[config.mk]
export PLATFORM = sky130hd
export DESIGN_NAME = uart_pm_ctrl
export DESIGN_NICKNAME = d
export VERILOG_FILES = /design/src/rtl/uart_pm_pkg.sv /design/src/rtl/upm_rx_activity.sv /design/src/rtl/upm_tx_activity.sv /design/src/rtl/upm_direct_ctl.sv /design/src/rtl/uart_pm_ctrl.sv
export SDC_FILE = /design/constraint.sdc
export NUM_CORES = 1
export LEC_CHECK = 0
export ABC_AREA = 1
export BUFFER_PORTS_ARGS = -buffer_cell sky130_fd_sc_hd__buf_4
export CORE_MARGIN = 10
export CORE_UTILIZATION = 30
export DETAILED_ROUTE_END_ITERATION = 6
export SLEW_MARGIN = 40
export SYNTH_ARGS = -nofsm -noshare
export SYNTH_HDL_FRONTEND = slang
export SYNTH_SLANG_ARGS = --single-unit
export TNS_END_PERCENT = 5
[constraint.sdc]
create_clock -name clk -period 1.3 [get_ports clk]
set_clock_uncertainty 0.05 [all_clocks]
set_input_delay 0.26 -clock clk [delete_from_list [all_inputs] [get_ports clk]]
set_output_delay 0.26 -clock clk [all_outputs]
set_load 0.02 [all_outputs]
[src/rtl/uart_pm_pkg.sv]
`timescale 1ns/1ps
// Shared definitions for the UART power management controller.
// Assumes frame and oversampling figures are small positive integers.
package uart_pm_pkg;

    // Control bundle delivered to one UART section.
    typedef struct packed {
        logic clk_en;
        logic fifo_rst;
    } pm_sect_t;

    // Number of baud ticks in a given number of characters.
    function automatic int unsigned char_ticks(input int unsigned chars,
                                               input int unsigned bits,
                                               input int unsigned os);
        return chars * bits * os;
    endfunction

endpackage

[src/rtl/upm_rx_activity.sv]
`timescale 1ns/1ps
// Receive activity monitor: synchronises the serial line, detects any
// transition, counts quiet baud ticks and requests receive sleep once the
// quiet window is complete. Assumes rx_async idles high and may change at
// any time relative to clk.
module upm_rx_activity #(
    parameter int unsigned SYNC_STAGES = 2,
    parameter int unsigned QUIET_TICKS = 800,
    parameter int unsigned CHAR_TICKS  = 160
) (
    input  logic clk,
    input  logic rst_n,
    input  logic rx_async,
    input  logic baud_tick,
    input  logic auto_en,
    input  logic dpd_req,
    output logic rx_sleep,
    output logic char_quiet
);
    localparam int unsigned CNT_W = $clog2(QUIET_TICKS + 1);
    localparam logic [CNT_W-1:0] QUIET_MAX = CNT_W'(QUIET_TICKS);
    localparam logic [CNT_W-1:0] CHAR_MIN  = CNT_W'(CHAR_TICKS);

    logic [SYNC_STAGES:0] line_q;
    logic [CNT_W-1:0]     quiet_cnt;
    logic                 line_edge;
    logic                 quiet_done;

    assign line_edge  = line_q[SYNC_STAGES-1] ^ line_q[SYNC_STAGES];
    assign quiet_done = (quiet_cnt == QUIET_MAX);
    assign char_quiet = (quiet_cnt >= CHAR_MIN);

    // Synchroniser chain plus one history stage for edge detection.
    always_ff @(posedge clk) begin
        if (!rst_n) line_q <= '1;
        else        line_q <= {line_q[SYNC_STAGES-1:0], rx_async};
    end

    // Quiet counter: cleared by any edge, advanced by ticks, saturating.
    always_ff @(posedge clk) begin
        if (!rst_n)                         quiet_cnt <= '0;
        else if (line_edge)                 quiet_cnt <= '0;
        else if (baud_tick && !quiet_done)  quiet_cnt <= quiet_cnt + 1'b1;
    end

    // Receive sleep request: quiet window complete and no new edge.
    always_ff @(posedge clk) begin
        if (!rst_n) rx_sleep <= 1'b0;
        else        rx_sleep <= auto_en && !dpd_req && quiet_done && !line_edge;
    end


    rx_edge_wake_chk: assert property (@(posedge clk) disable iff (!rst_n)
        line_edge |=> !rx_sleep);


    rx_sleep_quiet_chk: assert property (@(posedge clk) disable iff (!rst_n)
        rx_sleep |-> (quiet_cnt == QUIET_MAX));

endmodule

[src/rtl/upm_tx_activity.sv]
`timescale 1ns/1ps
// Transmit activity monitor: tracks host writes to the holding register and
// requests transmit sleep when the transmitter has nothing to send. Assumes
// tx_empty drops within a few clocks of a write once the clock is running.
module upm_tx_activity (
    input  logic clk,
    input  logic rst_n,
    input  logic auto_en,
    input  logic dpd_req,
    input  logic tx_empty,
    input  logic thr_wr,
    output logic tx_sleep,
    output logic tx_pending
);

    // Pending write: set by a host write, cleared once the transmitter is busy.
    always_ff @(posedge clk) begin
        if (!rst_n)         tx_pending <= 1'b0;
        else if (dpd_req)   tx_pending <= 1'b0;
        else if (thr_wr)    tx_pending <= 1'b1;
        else if (!tx_empty) tx_pending <= 1'b0;
    end

    // Transmit sleep request: enabled, empty, and no write in flight.
    always_ff @(posedge clk) begin
        if (!rst_n) tx_sleep <= 1'b0;
        else        tx_sleep <= auto_en && !dpd_req && tx_empty && !thr_wr && !tx_pending;
    end


    tx_write_wake_chk: assert property (@(posedge clk) disable iff (!rst_n)
        thr_wr |=> !tx_sleep);


    tx_sleep_empty_chk: assert property (@(posedge clk) disable iff (!rst_n)
        tx_sleep |-> $past(tx_empty));

endmodule

[src/rtl/upm_direct_ctl.sv]
`timescale 1ns/1ps
// Direct powerdown control: registers the software command and emits a
// single-clock FIFO reset pulse when the command rises. Assumes the command
// bit is a register output in the same clock domain.
module upm_direct_ctl (
    input  logic clk,
    input  logic rst_n,
    input  logic dpd_req,
    output logic dpd_active,
    output logic fifo_rst_pulse
);

    // Registered command state; cleared by module reset.
    always_ff @(posedge clk) begin
        if (!rst_n) dpd_active <= 1'b0;
        else        dpd_active <= dpd_req;
    end

    // One-clock pulse on the rising command.
    always_ff @(posedge clk) begin
        if (!rst_n) fifo_rst_pulse <= 1'b0;
        else        fifo_rst_pulse <= dpd_req && !dpd_active;
    end


    fifo_rst_single_chk: assert property (@(posedge clk) disable iff (!rst_n)
        fifo_rst_pulse |=> !fifo_rst_pulse);


    fifo_rst_cause_chk: assert property (@(posedge clk) disable iff (!rst_n)
        fifo_rst_pulse |-> $past(dpd_req));

endmodule

[src/rtl/uart_pm_ctrl.sv]
`timescale 1ns/1ps
// UART power management controller top. Combines per-section automatic
// sleep requests with direct powerdown to form section clock enables, FIFO
// reset pulses and an idle status flag. Assumes all inputs except rx_in are
// synchronous to clk.
module uart_pm_ctrl
    import uart_pm_pkg::*;
#(
    parameter int unsigned CHAR_COUNT  = 5,
    parameter int unsigned FRAME_BITS  = 10,
    parameter int unsigned OVERSAMPLE  = 16,
    parameter int unsigned SYNC_STAGES = 2
) (
    input  logic clk,
    input  logic rst_n,
    input  logic cfg_auto_en,
    input  logic cfg_direct_pd,
    input  logic tx_empty,
    input  logic thr_wr,
    input  logic rx_in,
    input  logic baud_tick,
    output logic tx_clk_en,
    output logic rx_clk_en,
    output logic tx_fifo_rst,
    output logic rx_fifo_rst,
    output logic port_idle
);
    localparam int unsigned QUIET_TICKS = char_ticks(CHAR_COUNT, FRAME_BITS, OVERSAMPLE);
    localparam int unsigned CHAR_TICKS  = char_ticks(1, FRAME_BITS, OVERSAMPLE);

    logic     rx_sleep, char_quiet;
    logic     tx_sleep, tx_pending;
    logic     dpd_active, fifo_rst_pulse;
    logic     idle_q;
    pm_sect_t tx_sect, rx_sect;

    upm_rx_activity #(
        .SYNC_STAGES (SYNC_STAGES),
        .QUIET_TICKS (QUIET_TICKS),
        .CHAR_TICKS  (CHAR_TICKS)
    ) u_rx (
        .clk        (clk),
        .rst_n      (rst_n),
        .rx_async   (rx_in),
        .baud_tick  (baud_tick),
        .auto_en    (cfg_auto_en),
        .dpd_req    (cfg_direct_pd),
        .rx_sleep   (rx_sleep),
        .char_quiet (char_quiet)
    );

    upm_tx_activity u_tx (
        .clk        (clk),
        .rst_n      (rst_n),
        .auto_en    (cfg_auto_en),
        .dpd_req    (cfg_direct_pd),
        .tx_empty   (tx_empty),
        .thr_wr     (thr_wr),
        .tx_sleep   (tx_sleep),
        .tx_pending (tx_pending)
    );

    upm_direct_ctl u_dpd (
        .clk            (clk),
        .rst_n          (rst_n),
        .dpd_req        (cfg_direct_pd),
        .dpd_active     (dpd_active),
        .fifo_rst_pulse (fifo_rst_pulse)
    );

    // Idle flag: transmitter drained and line quiet for a character time.
    always_ff @(posedge clk) begin
        if (!rst_n) idle_q <= 1'b0;
        else        idle_q <= tx_empty && !thr_wr && !tx_pending && char_quiet;
    end

    // Section control bundles: direct powerdown overrides automatic sleep.
    always_comb begin
        tx_sect.clk_en   = !dpd_active && !tx_sleep;
        tx_sect.fifo_rst = fifo_rst_pulse;
        rx_sect.clk_en   = !dpd_active && !rx_sleep;
        rx_sect.fifo_rst = fifo_rst_pulse;
    end

    assign tx_clk_en   = tx_sect.clk_en;
    assign rx_clk_en   = rx_sect.clk_en;
    assign tx_fifo_rst = tx_sect.fifo_rst;
    assign rx_fifo_rst = rx_sect.fifo_rst;
    assign port_idle   = idle_q;


    direct_gate_chk: assert property (@(posedge clk) disable iff (!rst_n)
        cfg_direct_pd |=> (!tx_clk_en && !rx_clk_en));


    direct_fifo_rst_chk: assert property (@(posedge clk) disable iff (!rst_n)
        (cfg_direct_pd && !dpd_active) |=> (tx_fifo_rst && rx_fifo_rst));


    idle_tx_empty_chk: assert property (@(posedge clk) disable iff (!rst_n)
        port_idle |-> $past(tx_empty && !thr_wr));


    auto_off_awake_chk: assert property (@(posedge clk) disable iff (!rst_n)
        (!cfg_auto_en && !cfg_direct_pd) |=> (tx_clk_en && rx_clk_en));

endmodule

---- After elaboration in Yosys (flattened, before gate mapping) ----
Cells that the tools add are included.
W data, S select, Z words.
storage, ports and cells
  bits in registers ....................... 19
  output and inout bits ................... 5
  word-level logic and storage cells ...... 39
operators by class
  add/sub/neg operators ................... 1
  order comparisons ....................... 1
  eq/ne operators ......................... 2
  multiplexer cells ....................... 2
  bitwise gates (word level) .............. 2
  reductions and logical operators ........ 23
operators with widths
  kind                     number
  $logic_and A1 B1 Y1      13
  $add A10 B1 Y10 const B  1
  $eq A10 B10 Y1 const B   1
  $ge A10 B8 Y1 const B    1
  $logic_not A1 Y1         8
  $reduce_or A2 Y1         2
  $mux W1                  2
  $ne A2 B1 Y1 const B     1
  $not A1 Y1               1
  $xor A1 B1 Y1            1

---- Longest topological paths before layout ----
Gate-level depths: netlist of the first run.
  word-level depth ........................ 5
  mapped depth ............................ 9
  gate-level depth less buffers ........... 9

---- By module ----
From an unflattened synthesis of the first run, not the netlist that was laid out.
unflattened totals
  cell total of the unflattened synthesis .. 139
  area, all modules ....................... 968.4 sq um
modules (own cells, without submodules)
  module           times used  cells each  area an instance (sq um)  sequential area each (sq um)
  upm_rx_activity  1           114         774.5                     280.3
  upm_tx_activity  1           11          77.6                      40.0
  uart_pm_ctrl     1           9           62.6                      20.0
  upm_direct_ctl   1           5           53.8                      40.0

---- Worst setup path before layout of the first run ----
No wires, ideal clock.
  path kind ............................... flip-flop to flip-flop
  start point ............................. register u_rx.quiet_cnt[0]
  end point ............................... register u_rx.quiet_cnt[1]
  arrival ................................. 1.155 ns
  slack ................................... -0.021 ns
  stages on the path, launching flop included .. 10
  buffers on the path ..................... 0
  path through ............................ dfxtp_1 -> inv_1 -> ha_1 -> inv_1 -> nor2_2 -> nand3_4 -> nand2_4 -> inv_2 -> nor2_1 -> nor2_1
on the way
  cells in the longest elaborated chain, start to end .. 3
  elaborated cells between the ends (all ways) .. 4
  classes of those cells .................. add/sub (1); eq/ne (1); reduce/logical (2)
ends and longest elaborated chain
  what                                                                     RTL line               text
  start, declared                                                          upm_rx_activity.sv:25  logic [CNT_W-1:0] quiet_cnt;
  start signal, assigned                                                   upm_rx_activity.sv:43  else if (baud_tick && !quiet_done) quiet_cnt <= quiet_cnt + 1'b1;
  parallel branches: the longest is 3 deep, another holds $add A10 B1 Y10  -
Parallel ways; which one is timed is not known.
A chain may end at the register's enable or synchronous reset.

---- Worst setup path in the final report of the first run ----
  start point ............................. register u_rx.quiet_cnt[1]
  end point ............................... register u_rx.quiet_cnt[8]
Same word-level chain as after synthesis.

==> impl_results.html, run 1 <==
<table>
<tr><th>Metric</th><th>Value</th></tr>
<tr><th colspan="2">Global route</th></tr>
<tr><td>Number of global-route vias before repair</td><td>866</td></tr>
<tr><td>Largest net degree at the start of global routing</td><td>12</td></tr>
<tr><td>Gr busiest metal</td><td>met2</td></tr>
<tr><td>First-pass GRT wire length</td><td>3830 microns</td></tr>
<tr><td>GRT Util Overall</td><td>0.0870</td></tr>
<tr><td>M1 GR Usage</td><td>0.0877</td></tr>
<tr><td>Met2 global-route usage</td><td>0.151</td></tr>
<tr><td>Met3 GRT Util</td><td>0.0508</td></tr>
<tr><td>Number of antenna violations at the first check in global routing</td><td>0</td></tr>
<tr><td>Total global routing overflow</td><td>0</td></tr>
<tr><th colspan="2">Detailed routing</th></tr>
<tr><td>Post-detailed-route count of antenna-violating nets</td><td>0</td></tr>
<tr><td>Remaining DRCs</td><td>0</td></tr>
<tr><td>Mean routed wirelength per cell</td><td>12.0 microns</td></tr>
<tr><td>Detailed Routing Iterations Pass 1</td><td>4</td></tr>
<tr><td>DR vias/cell</td><td>4.77</td></tr>
<tr><td>Total detailed-routing wirelength</td><td>2250 microns</td></tr>
<tr><td>Iter 0 DRT Violations</td><td>43</td></tr>
<tr><td>Via count</td><td>896</td></tr>
<tr><th colspan="2">Timing</th></tr>
<tr><td>RSZ-0062 raised after global routing</td><td>true</td></tr>
<tr><td>Post-route minimum period</td><td>1.34 ns</td></tr>
<tr><td>Post-route fraction of the period consumed by the critical path</td><td>1.03</td></tr>
<tr><td>Number of pins exceeding their max-slew limit in the final report</td><td>0</td></tr>
<tr><td>Setup ws final</td><td>-0.0440 ns</td></tr>
<tr><td>Worst hold slack after final layout</td><td>0.0757 ns</td></tr>
<tr><td>Slew of the pin with the lowest slew margin</td><td>0.286 ns</td></tr>
<tr><td>Achievable Freq</td><td>744 MHz</td></tr>
<tr><td>Fin Setup TNS</td><td>-0.0524 ns</td></tr>
<tr><td>Final Hold Violating Endpoints</td><td>0</td></tr>
<tr><td>Worst slew slack as a fraction of its limit</td><td>0.809</td></tr>
<tr><td>Setup-failing EPs final</td><td>3</td></tr>
<tr><th colspan="2">Job</th></tr>
<tr><td>Maximum Capacitance Violations</td><td>0</td></tr>
<tr><th colspan="2">Place</th></tr>
<tr><td>Final RePlAce weighted congestion</td><td>0.840</td></tr>
<tr><td>Port buffer count</td><td>12</td></tr>
<tr><td>Instance count after placement with tap cells included</td><td>180</td></tr>
<tr><td>Final HPWL DP</td><td>1620 microns</td></tr>
<tr><th colspan="2">Clock network</th></tr>
<tr><td>Inserted Clock Buffers</td><td>3</td></tr>
<tr><td>CTS Root Cell</td><td>sky130_fd_sc_hd__clkbuf_4</td></tr>
<tr><td>Worst-case clock buffer depth</td><td>2</td></tr>
<tr><td>CTS HTree Levels</td><td>1</td></tr>
<tr><td>CTS sink cnt</td><td>19</td></tr>
<tr><td>Number of hold buffers added after CTS</td><td>0</td></tr>
<tr><td>Clock latency on the worst-skew pair</td><td>0.30 ns</td></tr>
<tr><td>TritonCTS clock tree</td><td>built</td></tr>
<tr><td>Clock-pin slew reported for the worst setup and hold paths after clock tree synthesis</td><td>0.12 ns</td></tr>
<tr><th colspan="2">Finish</th></tr>
<tr><td># fillers</td><td>312</td></tr>
<tr><td>Fraction of final layout cells sized beyond drive strength 1</td><td>0.361</td></tr>
<tr><td>Footprint of the flip-flops and latches</td><td>389 sq um</td></tr>
<tr><td>Diode insertion count for antenna repair</td><td>0</td></tr>
<tr><td>Synth-to-Final Area Change</td><td>35.3%</td></tr>
<tr><td>Final non-filler cell total</td><td>188</td></tr>
<tr><td>Combined area of the multi-input logic cells</td><td>539 sq um</td></tr>
<tr><td>Number of nets in the final layout</td><td>166</td></tr>
<tr><th colspan="2">Worst setup path</th></tr>
<tr><td>Required @ worst endpoint</td><td>1.47 ns</td></tr>
<tr><td>Startpoint of the lowest-slack register-to-register path</td><td>u_rx.quiet_cnt[1]</td></tr>
<tr><td>Type of the worst setup path</td><td>register to register</td></tr>
<tr><td>Kind of launch point of the worst setup path</td><td>register</td></tr>
<tr><td>Slowest CP cell</td><td>sky130_fd_sc_hd__dfxtp_4</td></tr>
<tr><td>Biggest fanout along the worst timing path</td><td>5</td></tr>
<tr><td>Gate family responsible for the most delay along the worst path</td><td>simple AND/OR/NAND/NOR gates</td></tr>
<tr><td>Crit path DAT</td><td>1.51 ns</td></tr>
<tr><td>Sum of buffers and inverters on the critical path</td><td>3</td></tr>
<tr><td>CP Capture Type</td><td>register</td></tr>
<tr><td>Reg2Reg Setup Slack</td><td>-0.04 ns</td></tr>
<tr><td>R2r worst-path depth</td><td>10</td></tr>
<tr><td>Largest stage delay on the critical path</td><td>0.39 ns</td></tr>
<tr><td>Crit path top cell by count</td><td>sky130_fd_sc_hd__nand2_1</td></tr>
<tr><td>Cells along the critical path</td><td>inv_4 -&gt; ha_4 -&gt; inv_2 -&gt; nor2_4 -&gt; nand3_4 -&gt; buf_6 -&gt; nand3_2 -&gt; nand2_1 -&gt; nand2_1 -&gt; nor2_1</td></tr>
<tr><td>Capture instance of the worst register-to-register path</td><td>u_rx.quiet_cnt[8]</td></tr>
<tr><th colspan="2">Floorplan</th></tr>
<tr><td>Core Box Area</td><td>0.00300 sq mm</td></tr>
<tr><td>Area enclosed by the die boundary</td><td>0.00573 sq mm</td></tr>
<tr><td>Number of primary I/O pins</td><td>13</td></tr>
<tr><td>Die W</td><td>75.7 microns</td></tr>
<tr><td>Die boundary height</td><td>75.7 microns</td></tr>
<tr><td>Core Rows</td><td>20</td></tr>
<tr><td>Effective utilization at floorplan</td><td>0.310</td></tr>
<tr><th colspan="2">Synthesis</th></tr>
<tr><td>Post-synthesis cell area</td><td>931 sq um</td></tr>
<tr><td>Yosys warning count</td><td>0</td></tr>
<tr><td>Area share of the leading cell type in the synthesized netlist</td><td>0.409</td></tr>
<tr><td>Synth Register Bits</td><td>19</td></tr>
<tr><td>Number of cells produced by synthesis</td><td>130</td></tr>
<tr><td>Library cells used by synthesis</td><td>25</td></tr>
<tr><td>Part of the Yosys area used for sequential elements</td><td>0.409</td></tr>
<tr><td>Total nets after synthesis</td><td>140</td></tr>
<tr><td>Cell taking the most area after synthesis</td><td>sky130_fd_sc_hd__dfxtp_1</td></tr>
<tr><td>Average footprint of a synthesized cell</td><td>7.16 sq um</td></tr>
<tr><td>Main area contributors after synthesis</td><td>sky130_fd_sc_hd__dfxtp_1 (41%), sky130_fd_sc_hd__nand2_1 (14%), sky130_fd_sc_hd__inv_1 (6.9%), sky130_fd_sc_hd__nor2_1 (6.5%), sky130_fd_sc_hd__a21oi_1 (3.2%)</td></tr>
<tr><th colspan="2">Worst hold path</th></tr>
<tr><td>Min-delay src</td><td>cfg_direct_pd</td></tr>
<tr><td>Hold-critical path endpoint</td><td>u_rx.rx_sleep</td></tr>
<tr><td>Tightest Hold Check Type</td><td>input port to register</td></tr>
<tr><td>WHS Path Cells</td><td>2</td></tr>
<tr><th colspan="2">Power</th></tr>
<tr><td>Power density over cell area</td><td>838 mW/mm^2</td></tr>
<tr><td>Static Leakage</td><td>0.538 nW</td></tr>
<tr><td>Final total power</td><td>1.06 mW</td></tr>
<tr><td>VDD IR-drop max</td><td>586 uV</td></tr>
<tr><th colspan="2">Outcome</th></tr>
<tr><td>Violations in the final reports</td><td>setup timing</td></tr>
<tr><td>Run status</td><td>finished with violations</td></tr>
</table>
==> report_power, final <==
group / switching (mW) / internal (mW) / leakage (nW)
sequential: 0.0138 / 0.596 / 0.157
combinational: 0.0715 / 0.0582 / 0.364
clock: 0.201 / 0.115 / 0.0177
==> worst max-delay path by stage <==
stage	startpoint	slack [ns]	endpoint	depth (start not counted)
finish	u_rx.quiet_cnt[1]	-0.04	u_rx.quiet_cnt[8]	10
CTS	u_rx.quiet_cnt[0]	-0.006	u_rx.quiet_cnt[8]	9
floorplan	u_rx.quiet_cnt[0]	0.02	u_rx.quiet_cnt[1]	9
global placement	u_rx.quiet_cnt[0]	-0.05	u_rx.quiet_cnt[1]	9
detailed placement	u_rx.quiet_cnt[1]	-0.11	u_rx.quiet_cnt[6]	9
global route	u_rx.quiet_cnt[1]	-0.14	u_rx.quiet_cnt[8]	9
==> cells in the mapped netlist <==
master and n:
sky130_fd_sc_hd__o2111ai_1 1, sky130_fd_sc_hd__ha_1 2, sky130_fd_sc_hd__nand3_1 6, sky130_fd_sc_hd__nand3_4 1, sky130_fd_sc_hd__inv_1 17, sky130_fd_sc_hd__buf_4 1
sky130_fd_sc_hd__nor2_2 3, sky130_fd_sc_hd__clkinv_1 1, sky130_fd_sc_hd__nor3b_1 1, sky130_fd_sc_hd__inv_2 2, sky130_fd_sc_hd__buf_2 1, sky130_fd_sc_hd__o21ai_0 2
sky130_fd_sc_hd__nand3_2 1, sky130_fd_sc_hd__nand2_2 1, sky130_fd_sc_hd__nor3_1 2, sky130_fd_sc_hd__xor2_1 3, sky130_fd_sc_hd__nand4_1 3, sky130_fd_sc_hd__nand2_1 35
sky130_fd_sc_hd__a21oi_1 6, sky130_fd_sc_hd__or2_2 2, sky130_fd_sc_hd__nor2_4 2, sky130_fd_sc_hd__dfxtp_1 19, sky130_fd_sc_hd__nor4_1 1, sky130_fd_sc_hd__nor2_1 16
sky130_fd_sc_hd__nand2_4 1
==> flip-flops by register name, summed over array words and instances, names as in the netlist <==
| register | flops |
|---|---|
| u_rx.quiet_cnt | 10 |
| u_rx.line_q | 3 |
| u_tx.tx_pending | 1 |
| u_tx.tx_sleep | 1 |
| u_dpd.fifo_rst_pulse | 1 |
| u_rx.rx_sleep | 1 |
| u_dpd.dpd_active | 1 |
| port_idle | 1 |
==> placed cells by master, fill, tap and decap left out, types with 2 or more instances in the layout <==
| cell type | count |
|---|---|
| sky130_fd_sc_hd__nand2_1 | 32 |
| sky130_fd_sc_hd__buf_4 | 21 |
| sky130_fd_sc_hd__dfxtp_1 | 16 |
| sky130_fd_sc_hd__nor2_1 | 15 |
| sky130_fd_sc_hd__inv_1 | 14 |
| sky130_fd_sc_hd__nor2_4 | 5 |
| sky130_fd_sc_hd__nand2_2 | 4 |
| sky130_fd_sc_hd__nand3_1 | 4 |
| sky130_fd_sc_hd__a21oi_1 | 4 |
| sky130_fd_sc_hd__inv_4 | 3 |
| sky130_fd_sc_hd__nand3_2 | 3 |
| sky130_fd_sc_hd__nand4_1 | 3 |
| sky130_fd_sc_hd__xor2_1 | 3 |
| sky130_fd_sc_hd__clkbuf_4 | 3 |
| sky130_fd_sc_hd__or2_2 | 2 |
| sky130_fd_sc_hd__inv_2 | 2 |
| sky130_fd_sc_hd__a21oi_2 | 2 |
| sky130_fd_sc_hd__nor3_1 | 2 |
| sky130_fd_sc_hd__ha_4 | 2 |
| sky130_fd_sc_hd__buf_6 | 2 |
| sky130_fd_sc_hd__dfxtp_4 | 2 |
==> cell families after synthesis <==
group | Yosys count | share of synthesized area
AO/OA/AOI/OAI | 9 | 0.0524
XOR/XNOR | 3 | 0.0282
adder cells (fa/ha/maj) | 2 | 0.0269
buffers and inverters | 22 | 0.0941
flip-flops | 19 | 0.409
AND/OR/NAND/NOR | 75 | 0.390
==> repair_timing <==
action	4_1_cts	5_1_grt
pin swaps	8	7
resized for setup	20	9
setup endpoints to repair	9	11
buffers inserted	4	0
==> per-layer routing <==
| metal | part of all wire | vias to the layer above |
|---|---|---|
| met5 | 0 | - |
| met4 | 0.0027 | 0 |
| met3 | 0.094 | 2 |
| met2 | 0.50 | 23 |
| met1 | 0.40 | 419 |
| li1 | - | 452 |
==> metrics by stage <==
step	setup WS [ns]	util	cell area, sq um
3_3_place_gp	-0.0504	0.367	1100
2_1_floorplan	0.0195	-	931
4_1_cts	-0.00633	0.411	1230
3_5_place_dp	-0.111	0.367	1100
6_report	-0.0440	0.420	1260
5_1_grt	-0.141	0.420	1260
==> final cells by class <==
type / count / area share
Clock buffer: 3 / 0.0179
Clock inverter: 1 / 0.00397
Inverter: 20 / 0.0655
Multi-Input combinational cell: 89 / 0.428
Sequential cell: 19 / 0.309
Tap cell: 33 / 0.0328
Timing Repair Buffer: 23 / 0.143
No activity file was read; power rests on OpenSTA's default activity.
==> run 2, diff against run 1 <==
==> constraint.sdc (replaced) <==
create_clock -name clk -period 1.3 [get_ports clk]
set_clock_uncertainty 0.05 [all_clocks]
set_input_delay 0.39 -clock clk [delete_from_list [all_inputs] [get_ports clk]]
set_output_delay 0.39 -clock clk [all_outputs]
set_load 0.02 [all_outputs]
==> run 2 against run 1 <==
Net effect: the run still ends with setup timing left; final area grew 2.3%; power grew 0.16%; largest cell class unchanged; highest routed layer unchanged; die area is the same; largest power group unchanged; combinational power is essentially flat; critical path type unchanged.
==> impl_results.html, run 2 (synthesis results as in run 1) <==
<table>
<tr><th>Metric</th><th>Value</th></tr>
<tr><th colspan="2">Finish</th></tr>
<tr><td>Number of nets in the final layout</td><td>167 (+0.60%)</td></tr>
<tr><td>Final non-filler cell total</td><td>189 (+0.53%)</td></tr>
<tr><td>Fraction of final layout cells sized beyond drive strength 1</td><td>0.378 (+0.0169)</td></tr>
<tr><td>Regs by FF count</td><td>u_rx.quiet_cnt: 10 flops, u_rx.line_q: 3 flops</td></tr>
<tr><td>Footprint of the flip-flops and latches</td><td>390 sq um (+0.32%)</td></tr>
<tr><td>Most frequent standard cell in the layout excluding fill and tap cells</td><td>sky130_fd_sc_hd__nand2_1</td></tr>
<tr><td>Combined area of the multi-input logic cells</td><td>551 sq um (+2.1%)</td></tr>
<tr><td>Utilization after layout</td><td>0.429 (+0.00958)</td></tr>
<tr><td>Max reg flops</td><td>10 (unchanged)</td></tr>
<tr><td>Diode insertion count for antenna repair</td><td>0 (unchanged)</td></tr>
<tr><td>Summed area of non-filler cells in the final layout</td><td>0.00129 sq mm (+2.3%)</td></tr>
<tr><td>Reg with most FFs</td><td>u_rx.quiet_cnt</td></tr>
<tr><td>Top library cells by usage in the layout, fill and taps aside</td><td>sky130_fd_sc_hd__nand2_1 (33), sky130_fd_sc_hd__buf_4 (19), sky130_fd_sc_hd__dfxtp_1 (15)</td></tr>
<tr><td>Synth-to-Final Area Change</td><td>38.4%</td></tr>
<tr><td># fillers</td><td>314 (+0.64%)</td></tr>
<tr><th colspan="2">Place</th></tr>
<tr><td>Instance count after placement with tap cells included</td><td>180 (unchanged)</td></tr>
<tr><td>Final RePlAce weighted congestion</td><td>0.840 (unchanged)</td></tr>
<tr><td>Port buffer count</td><td>12 (unchanged)</td></tr>
<tr><td>Final HPWL DP</td><td>1620 microns (unchanged)</td></tr>
<tr><td>Total cell area at the placement stage</td><td>0.00110 sq mm (unchanged)</td></tr>
<tr><th colspan="2">Global route</th></tr>
<tr><td>First-pass GRT wire length</td><td>3590 microns (-6.1%)</td></tr>
<tr><td>Number of antenna violations at the first check in global routing</td><td>0 (unchanged)</td></tr>
<tr><td>Largest net degree at the start of global routing</td><td>12 (unchanged)</td></tr>
<tr><td>Total global routing overflow</td><td>0 (unchanged)</td></tr>
<tr><td>Number of global-route vias before repair</td><td>829 (-4.3%)</td></tr>
<tr><td>GRT Util Overall</td><td>0.0817 (-0.00535)</td></tr>
<tr><th colspan="2">Detailed routing</th></tr>
<tr><td>Mean routed wirelength per cell</td><td>12.1 microns (+0.57%)</td></tr>
<tr><td>Total detailed-routing wirelength</td><td>2280 microns (+1.1%)</td></tr>
<tr><td>Detailed Routing Iterations Pass 1</td><td>4 (unchanged)</td></tr>
<tr><td>Iter 0 DRT Violations</td><td>72 (+67%)</td></tr>
<tr><td>Post-detailed-route count of antenna-violating nets</td><td>0 (unchanged)</td></tr>
<tr><td>Via count</td><td>912 (+1.8%)</td></tr>
<tr><td>Remaining DRCs</td><td>0 (unchanged)</td></tr>
<tr><td>DR vias/cell</td><td>4.83 (+1.2%)</td></tr>
<tr><th colspan="2">Clock network</th></tr>
<tr><td>CTS sink cnt</td><td>19 (unchanged)</td></tr>
<tr><td>Worst-case clock buffer depth</td><td>2 (unchanged)</td></tr>
<tr><td>TritonCTS clock tree</td><td>built</td></tr>
<tr><td>CTS HTree Levels</td><td>1 (unchanged)</td></tr>
<tr><td>Inserted Clock Buffers</td><td>3 (unchanged)</td></tr>
<tr><td>Clock latency on the worst-skew pair</td><td>0.30 ns (about the same)</td></tr>
<tr><td>Number of hold buffers added after CTS</td><td>0 (unchanged)</td></tr>
<tr><td>CTS Root Cell</td><td>sky130_fd_sc_hd__clkbuf_4</td></tr>
<tr><td>Clock-pin slew reported for the worst setup and hold paths after clock tree synthesis</td><td>0.12 ns (about the same)</td></tr>
<tr><th colspan="2">Floorplan</th></tr>
<tr><td>Core Rows</td><td>20 (unchanged)</td></tr>
<tr><td>Area enclosed by the die boundary</td><td>0.00573 sq mm (unchanged)</td></tr>
<tr><td>Core Box Area</td><td>0.00300 sq mm (unchanged)</td></tr>
<tr><td>Number of primary I/O pins</td><td>13 (unchanged)</td></tr>
<tr><td>Effective utilization at floorplan</td><td>0.310 (unchanged)</td></tr>
<tr><td>Die W</td><td>75.7 microns (unchanged)</td></tr>
<tr><td>Die boundary height</td><td>75.7 microns (unchanged)</td></tr>
<tr><th colspan="2">Worst setup path</th></tr>
<tr><td>Required @ worst endpoint</td><td>1.47 ns (about the same)</td></tr>
<tr><td>Crit path DAT</td><td>1.52 ns (about the same)</td></tr>
<tr><td>Biggest fanout along the worst timing path</td><td>5 (unchanged)</td></tr>
<tr><td>Type of the worst setup path</td><td>register to register</td></tr>
<tr><td>Kind of launch point of the worst setup path</td><td>register</td></tr>
<tr><td>CP Capture Type</td><td>register</td></tr>
<tr><th colspan="2">Timing</th></tr>
<tr><td>Setup ws final</td><td>-0.0567 ns (-0.0127 ns)</td></tr>
<tr><td>Post-route fraction of the period consumed by the critical path</td><td>1.04 (+0.00978)</td></tr>
<tr><td>Fin Setup TNS</td><td>-0.197 ns (-0.145 ns)</td></tr>
<tr><td>Setup-failing EPs final</td><td>10 (+7)</td></tr>
<tr><td>Worst hold slack after final layout</td><td>0.207 ns (+0.131 ns)</td></tr>
<tr><td>Slew of the pin with the lowest slew margin</td><td>0.284 ns (-0.00139 ns)</td></tr>
<tr><td>Post-route minimum period</td><td>1.36 ns (+0.0127 ns)</td></tr>
<tr><td>Achievable Freq</td><td>737 MHz (-0.94%)</td></tr>
<tr><td>Final Hold Violating Endpoints</td><td>0 (unchanged)</td></tr>
<tr><td>Number of pins exceeding their max-slew limit in the final report</td><td>0 (unchanged)</td></tr>
<tr><td>RSZ-0062 raised after global routing</td><td>true</td></tr>
<tr><td>Worst slew slack as a fraction of its limit</td><td>0.810 (+0.000930)</td></tr>
<tr><th colspan="2">Power</th></tr>
<tr><td>Relative contribution of sequential cells to total power</td><td>0.578 (about the same)</td></tr>
<tr><td>Sw Pwr</td><td>0.286 mW (about the same)</td></tr>
<tr><td>Clock power frac</td><td>0.298 (about the same)</td></tr>
<tr><td>Power density over cell area</td><td>820 mW/mm^2 (-2.1%)</td></tr>
<tr><td>Cell-internal power</td><td>0.771 mW (+0.21%)</td></tr>
<tr><td>Static Leakage</td><td>0.580 nW (+7.9%)</td></tr>
<tr><td>Combinational group share of total power</td><td>0.125 (+0.002)</td></tr>
<tr><td>Switching part of the total power</td><td>0.271 (-0.000326)</td></tr>
<tr><td>VDD IR-drop max</td><td>586 uV (about the same)</td></tr>
<tr><th colspan="2">Outcome</th></tr>
<tr><td>Violations in the final reports</td><td>setup timing</td></tr>
<tr><td>Run status</td><td>finished with violations</td></tr>
<tr><th colspan="2">Worst hold path</th></tr>
<tr><td>Tightest Hold Check Type</td><td>input port to register</td></tr>
<tr><th colspan="2">Job</th></tr>
<tr><td>Maximum Capacitance Violations</td><td>0 (unchanged)</td></tr>
</table>
==> run 2: timing repair <==
item                       CTS  global route
setup endpoints to repair   11            12
setup buffers                3             3
cloned                       0             0
pin swaps                    5            14
gates resized for setup      5            29
==> run 2: path summary, 6_finish.rpt <==
kind                          start  slack [ns]  cells after the start           endpoint
setup / recovery  u_rx.quiet_cnt[0]       -0.06                     10  u_rx.quiet_cnt[8]
hold / removal        cfg_direct_pd        0.21                      2      u_rx.rx_sleep
setup reg to reg  u_rx.quiet_cnt[0]       -0.06                     10  u_rx.quiet_cnt[8]
hold reg to reg      u_rx.line_q[1]        0.40                      2     u_rx.line_q[2]
==> run 2: critical path, cell delays in order, from the launching register on <==
cell,delay [ns]
sky130_fd_sc_hd__dfxtp_4,0.38
sky130_fd_sc_hd__inv_4,0.06
sky130_fd_sc_hd__ha_4,0.12
sky130_fd_sc_hd__inv_2,0.04
sky130_fd_sc_hd__nor2_4,0.11
sky130_fd_sc_hd__nand3_4,0.14
sky130_fd_sc_hd__buf_6,0.16
sky130_fd_sc_hd__nand3_2,0.06
sky130_fd_sc_hd__nand2_1,0.05
sky130_fd_sc_hd__nand2_1,0.06
sky130_fd_sc_hd__nor2_1,0.04
==> run 2: layout make-up <==
type                    count  share of cell area
repair buffers             24               0.154
clock inverters             1             0.00388
clock buffers               3              0.0175
inverters                  20              0.0621
flip-flops and latches     19               0.303
multi-input cells          89               0.427
well taps                  33              0.0320
==> run 2: metrics by stage <==
| step | total power, mW | setup WS, ns |
|---|---|---|
| 2_1_floorplan | 0.679 | 0.0195 |
| 3_3_place_gp | 0.730 | -0.0504 |
| 3_5_place_dp | 0.733 | -0.111 |
| 4_1_cts | 1.06 | -0.0357 |
| 5_1_grt | 1.11 | -0.138 |
| 6_report | 1.06 | -0.0567 |
==> run 2: power groups by stage <==
stage,clock (mW),sequential [mW],combinational [mW]
6_report,0.315,0.611,0.132
5_1_grt,0.355,0.613,0.147
4_1_cts,0.333,0.608,0.115
3_5_place_dp,0,0.620,0.114
3_3_place_gp,0,0.618,0.112
2_1_floorplan,0,0.619,0.0593
==> run 2: metal layers <==
layer	vias to the layer above	track usage	part of all wire	routed length (microns)
met5	-	0	0	0
met4	0	0.0165	0.0026	6
met3	2	0.0495	0.11	243
met2	27	0.138	0.50	1140
met1	426	0.0854	0.39	887
li1	457	-	-	-
==> run 3, diff against run 2 <==
--- a/config.mk
+++ b/config.mk
@@ -10,6 +10,8 @@
 export CORE_MARGIN = 10
 export CORE_UTILIZATION = 30
 export DETAILED_ROUTE_END_ITERATION = 6
+export HOLD_SLACK_MARGIN = 0.06
+export SETUP_SLACK_MARGIN = 0.02
 export SLEW_MARGIN = 40
 export SYNTH_ARGS = -nofsm -noshare
 export SYNTH_HDL_FRONTEND = slang
==> run 3 against run 2 <==
Net effect: the flow still finishes with violations (setup timing); combinational power up 5%; utilization down 1.8 points; first-iteration DRC count down 78%; via count down 5.2%; fmax up 2.5%; sequential power about the same; sequential cell count unchanged.
==> impl_results.html, run 3 (synthesis results as in run 1) <==
<table>
<tr><th>Metric</th><th>Value</th></tr>
<tr><th colspan="2">Outcome</th></tr>
<tr><td>Run status</td><td>finished with violations</td></tr>
<tr><td>Violations in the final reports</td><td>setup timing</td></tr>
<tr><th colspan="2">Power</th></tr>
<tr><td>VDD IR-drop max</td><td>615 uV (+4.9%)</td></tr>
<tr><td>Static Leakage</td><td>0.527 nW (-9.2%)</td></tr>
<tr><td>Power density over cell area</td><td>858 mW/mm^2 (+4.5%)</td></tr>
<tr><th colspan="2">Detailed routing</th></tr>
<tr><td>Detailed Routing Iterations Pass 1</td><td>7 (+3)</td></tr>
<tr><td>Total detailed-routing wirelength</td><td>2060 microns (-9.5%)</td></tr>
<tr><td>DR vias/cell</td><td>4.68 (-3.1%)</td></tr>
<tr><td>Iter 0 DRT Violations</td><td>16 (-78%)</td></tr>
<tr><td>Remaining DRCs</td><td>0 (unchanged)</td></tr>
<tr><td>Mean routed wirelength per cell</td><td>11.2 microns (-7.5%)</td></tr>
<tr><td>Post-detailed-route count of antenna-violating nets</td><td>0 (unchanged)</td></tr>
<tr><td>Via count</td><td>865 (-5.2%)</td></tr>
<tr><th colspan="2">Timing</th></tr>
<tr><td>Achievable Freq</td><td>756 MHz (+2.5%)</td></tr>
<tr><td>Worst slew slack as a fraction of its limit</td><td>0.802 (-0.00781)</td></tr>
<tr><td>Slew of the pin with the lowest slew margin</td><td>0.296 ns (+0.0117 ns)</td></tr>
<tr><td>Final Hold Violating Endpoints</td><td>0 (unchanged)</td></tr>
<tr><td>Fin Setup TNS</td><td>-0.0562 ns (+0.141 ns)</td></tr>
<tr><td>Number of pins exceeding their max-slew limit in the final report</td><td>0 (unchanged)</td></tr>
<tr><td>RSZ-0062 raised after global routing</td><td>true</td></tr>
<tr><td>Setup ws final</td><td>-0.0235 ns (+0.0331 ns)</td></tr>
<tr><td>Post-route fraction of the period consumed by the critical path</td><td>1.02 (-0.0255)</td></tr>
<tr><td>Post-route minimum period</td><td>1.32 ns (-0.0331 ns)</td></tr>
<tr><td>Setup-failing EPs final</td><td>3 (-7)</td></tr>
<tr><th colspan="2">Worst setup path</th></tr>
<tr><td>Required @ worst endpoint</td><td>1.50 ns (+0.03 ns)</td></tr>
<tr><td>Kind of launch point of the worst setup path</td><td>register</td></tr>
<tr><td>Largest stage delay on the critical path</td><td>0.38 ns (about the same)</td></tr>
<tr><td>Sum of buffers and inverters on the critical path</td><td>3 (unchanged)</td></tr>
<tr><td>Startpoint of the lowest-slack register-to-register path</td><td>u_rx.quiet_cnt[1]</td></tr>
<tr><td>Capture instance of the worst register-to-register path</td><td>u_rx.quiet_cnt[7]</td></tr>
<tr><td>Destination of the critical timing path</td><td>u_rx.quiet_cnt[7]</td></tr>
<tr><td>Cells along the critical path</td><td>inv_4 -&gt; ha_4 -&gt; inv_2 -&gt; nor2_4 -&gt; nand3_4 -&gt; buf_4 -&gt; nand4_1 -&gt; nand2_1 -&gt; nor2_1</td></tr>
<tr><td>Gate family responsible for the most delay along the worst path</td><td>simple AND/OR/NAND/NOR gates</td></tr>
<tr><td>Type of the worst setup path</td><td>register to register</td></tr>
<tr><td>Reg2Reg Setup Slack</td><td>-0.02 ns (+0.03 ns)</td></tr>
<tr><td>Critical Path Source</td><td>u_rx.quiet_cnt[1]</td></tr>
<tr><td>CP Capture Type</td><td>register</td></tr>
<tr><td>Crit path DAT</td><td>1.52 ns (about the same)</td></tr>
<tr><td>Slowest CP cell</td><td>sky130_fd_sc_hd__dfxtp_4</td></tr>
<tr><td>Biggest fanout along the worst timing path</td><td>6 (+1)</td></tr>
<tr><td>R2r worst-path depth</td><td>9 (-1)</td></tr>
<tr><td>Critical path depth</td><td>9 (-1)</td></tr>
<tr><th colspan="2">Global route</th></tr>
<tr><td>Total global routing overflow</td><td>0 (unchanged)</td></tr>
<tr><td>GRT Util Overall</td><td>0.0773 (-0.00435)</td></tr>
<tr><td>Number of antenna violations at the first check in global routing</td><td>0 (unchanged)</td></tr>
<tr><td>Largest net degree at the start of global routing</td><td>12 (unchanged)</td></tr>
<tr><td>First-pass GRT wire length</td><td>3460 microns (-3.6%)</td></tr>
<tr><td>Number of global-route vias before repair</td><td>802 (-3.3%)</td></tr>
<tr><th colspan="2">Clock network</th></tr>
<tr><td>Inserted Clock Buffers</td><td>3 (unchanged)</td></tr>
<tr><td>Clock-pin slew reported for the worst setup and hold paths after clock tree synthesis</td><td>0.11 ns (about the same)</td></tr>
<tr><td>CTS Root Cell</td><td>sky130_fd_sc_hd__clkbuf_4</td></tr>
<tr><td>TritonCTS clock tree</td><td>built</td></tr>
<tr><td>Number of hold buffers added after CTS</td><td>0 (unchanged)</td></tr>
<tr><td>Clock latency on the worst-skew pair</td><td>0.30 ns (about the same)</td></tr>
<tr><td>Worst-case clock buffer depth</td><td>2 (unchanged)</td></tr>
<tr><td>CTS HTree Levels</td><td>1 (unchanged)</td></tr>
<tr><td>CTS sink cnt</td><td>19 (unchanged)</td></tr>
<tr><th colspan="2">Floorplan</th></tr>
<tr><td>Die boundary height</td><td>75.7 microns (unchanged)</td></tr>
<tr><td>Effective utilization at floorplan</td><td>0.310 (unchanged)</td></tr>
<tr><td>Die W</td><td>75.7 microns (unchanged)</td></tr>
<tr><td>Core Box Area</td><td>0.00300 sq mm (unchanged)</td></tr>
<tr><td>Number of primary I/O pins</td><td>13 (unchanged)</td></tr>
<tr><td>Area enclosed by the die boundary</td><td>0.00573 sq mm (unchanged)</td></tr>
<tr><td>Core Rows</td><td>20 (unchanged)</td></tr>
<tr><th colspan="2">Finish</th></tr>
<tr><td>Max reg flops</td><td>10 (unchanged)</td></tr>
<tr><td>Footprint of the flip-flops and latches</td><td>392 sq um (+0.32%)</td></tr>
<tr><td># fillers</td><td>303 (-3.5%)</td></tr>
<tr><td>Combined area of the multi-input logic cells</td><td>537 sq um (-2.5%)</td></tr>
<tr><td>Synth-to-Final Area Change</td><td>32.8%</td></tr>
<tr><td>Final non-filler cell total</td><td>185 (-2.1%)</td></tr>
<tr><td>Diode insertion count for antenna repair</td><td>0 (unchanged)</td></tr>
<tr><td>Most frequent standard cell in the layout excluding fill and tap cells</td><td>sky130_fd_sc_hd__nand2_1</td></tr>
<tr><td>Number of nets in the final layout</td><td>163 (-2.4%)</td></tr>
<tr><td>Regs by FF count</td><td>u_rx.quiet_cnt: 10 flops, u_rx.line_q: 3 flops</td></tr>
<tr><td>Utilization after layout</td><td>0.412 (-0.0175)</td></tr>
<tr><td>Top library cells by usage in the layout, fill and taps aside</td><td>sky130_fd_sc_hd__nand2_1 (33), sky130_fd_sc_hd__buf_4 (19), sky130_fd_sc_hd__inv_1 (14), sky130_fd_sc_hd__dfxtp_1 (14), sky130_fd_sc_hd__nor2_1 (13)</td></tr>
<tr><td>Reg with most FFs</td><td>u_rx.quiet_cnt</td></tr>
<tr><td>Fraction of final layout cells sized beyond drive strength 1</td><td>0.362 (-0.0164)</td></tr>
<tr><th colspan="2">Worst hold path</th></tr>
<tr><td>Tightest Hold Check Type</td><td>input port to register</td></tr>
<tr><th colspan="2">Place</th></tr>
<tr><td>Final HPWL DP</td><td>1510 microns (-6.4%)</td></tr>
<tr><td>Instance count after placement with tap cells included</td><td>179 (-0.56%)</td></tr>
<tr><td>Minimum setup slack after placement</td><td>-0.0701 ns (+0.0404 ns)</td></tr>
<tr><td>Port buffer count</td><td>12 (unchanged)</td></tr>
<tr><td>Final RePlAce weighted congestion</td><td>0.816 (-2.8%)</td></tr>
<tr><th colspan="2">Job</th></tr>
<tr><td>Maximum Capacitance Violations</td><td>0 (unchanged)</td></tr>
</table>
-- run 3: what timing repair did --
item                       CTS  global route
gates resized for setup      5            24
setup endpoints to repair   12            15
buffers inserted             1             1
pin swaps                    4             6
-- run 3: metal layers --
| layer | routed length, microns | GRT usage | vias up | part of all wire |
|---|---|---|---|---|
| li1 | - | - | 450 | - |
| met1 | 922 | 0.0920 | 384 | 0.45 |
| met2 | 909 | 0.126 | 27 | 0.44 |
| met3 | 210 | 0.0404 | 4 | 0.10 |
| met4 | 21 | 0.00619 | 0 | 0.010 |
| met5 | 0 | 0 | - | 0 |
-- run 3: worst reg2reg max path: cells and delay by family, from the launching register on --
kind	cells	cell delay [ns]
flops	1	0.38
fa+ha+maj	1	0.12
simple gates	5	0.43
buf+inv	3	0.28
-- run 3: how the worst min path moves through the flow --
| stage | from | endpoint | slack, ns | cells past startpoint |
|---|---|---|---|---|
| detailed placement | u_rx.line_q[0] | u_rx.line_q[1] | 0.35 | 1 |
| global placement | u_rx.line_q[0] | u_rx.line_q[1] | 0.36 | 1 |
| CTS | cfg_direct_pd | u_rx.rx_sleep | 0.21 | 2 |
| floorplan | u_rx.line_q[0] | u_rx.line_q[1] | 0.34 | 1 |
| global route | cfg_direct_pd | u_rx.rx_sleep | 0.20 | 2 |
| finish | cfg_direct_pd | u_rx.rx_sleep | 0.22 | 2 |
-- run 3: report_power, final --
part	internal [mW]	leakage, nW	switching (mW)
Combinational	0.0619	0.352	0.0766
Sequential	0.597	0.157	0.0136
Clock	0.115	0.0177	0.197
-- run 3: final cells by class --
type	count	share of cell area
Clock inverter	1	0.00405
Sequential cell	19	0.317
Timing Repair Buffer	20	0.124
Tap cell	33	0.0334
Multi-Input combinational cell	89	0.434
Clock buffer	3	0.0182
Inverter	20	0.0688
-- run 3: metrics by stage --
stage | hold WS [ns] | instance area (sq um) | power, mW
6_report | 0.221 | 1240 | 1.06
5_1_grt | 0.201 | 1240 | 1.12
4_1_cts | 0.207 | 1140 | 1.05
3_5_place_dp | 0.349 | 1090 | 0.733
3_3_place_gp | 0.362 | 1090 | 0.730
2_1_floorplan | 0.343 | 931 | 0.679
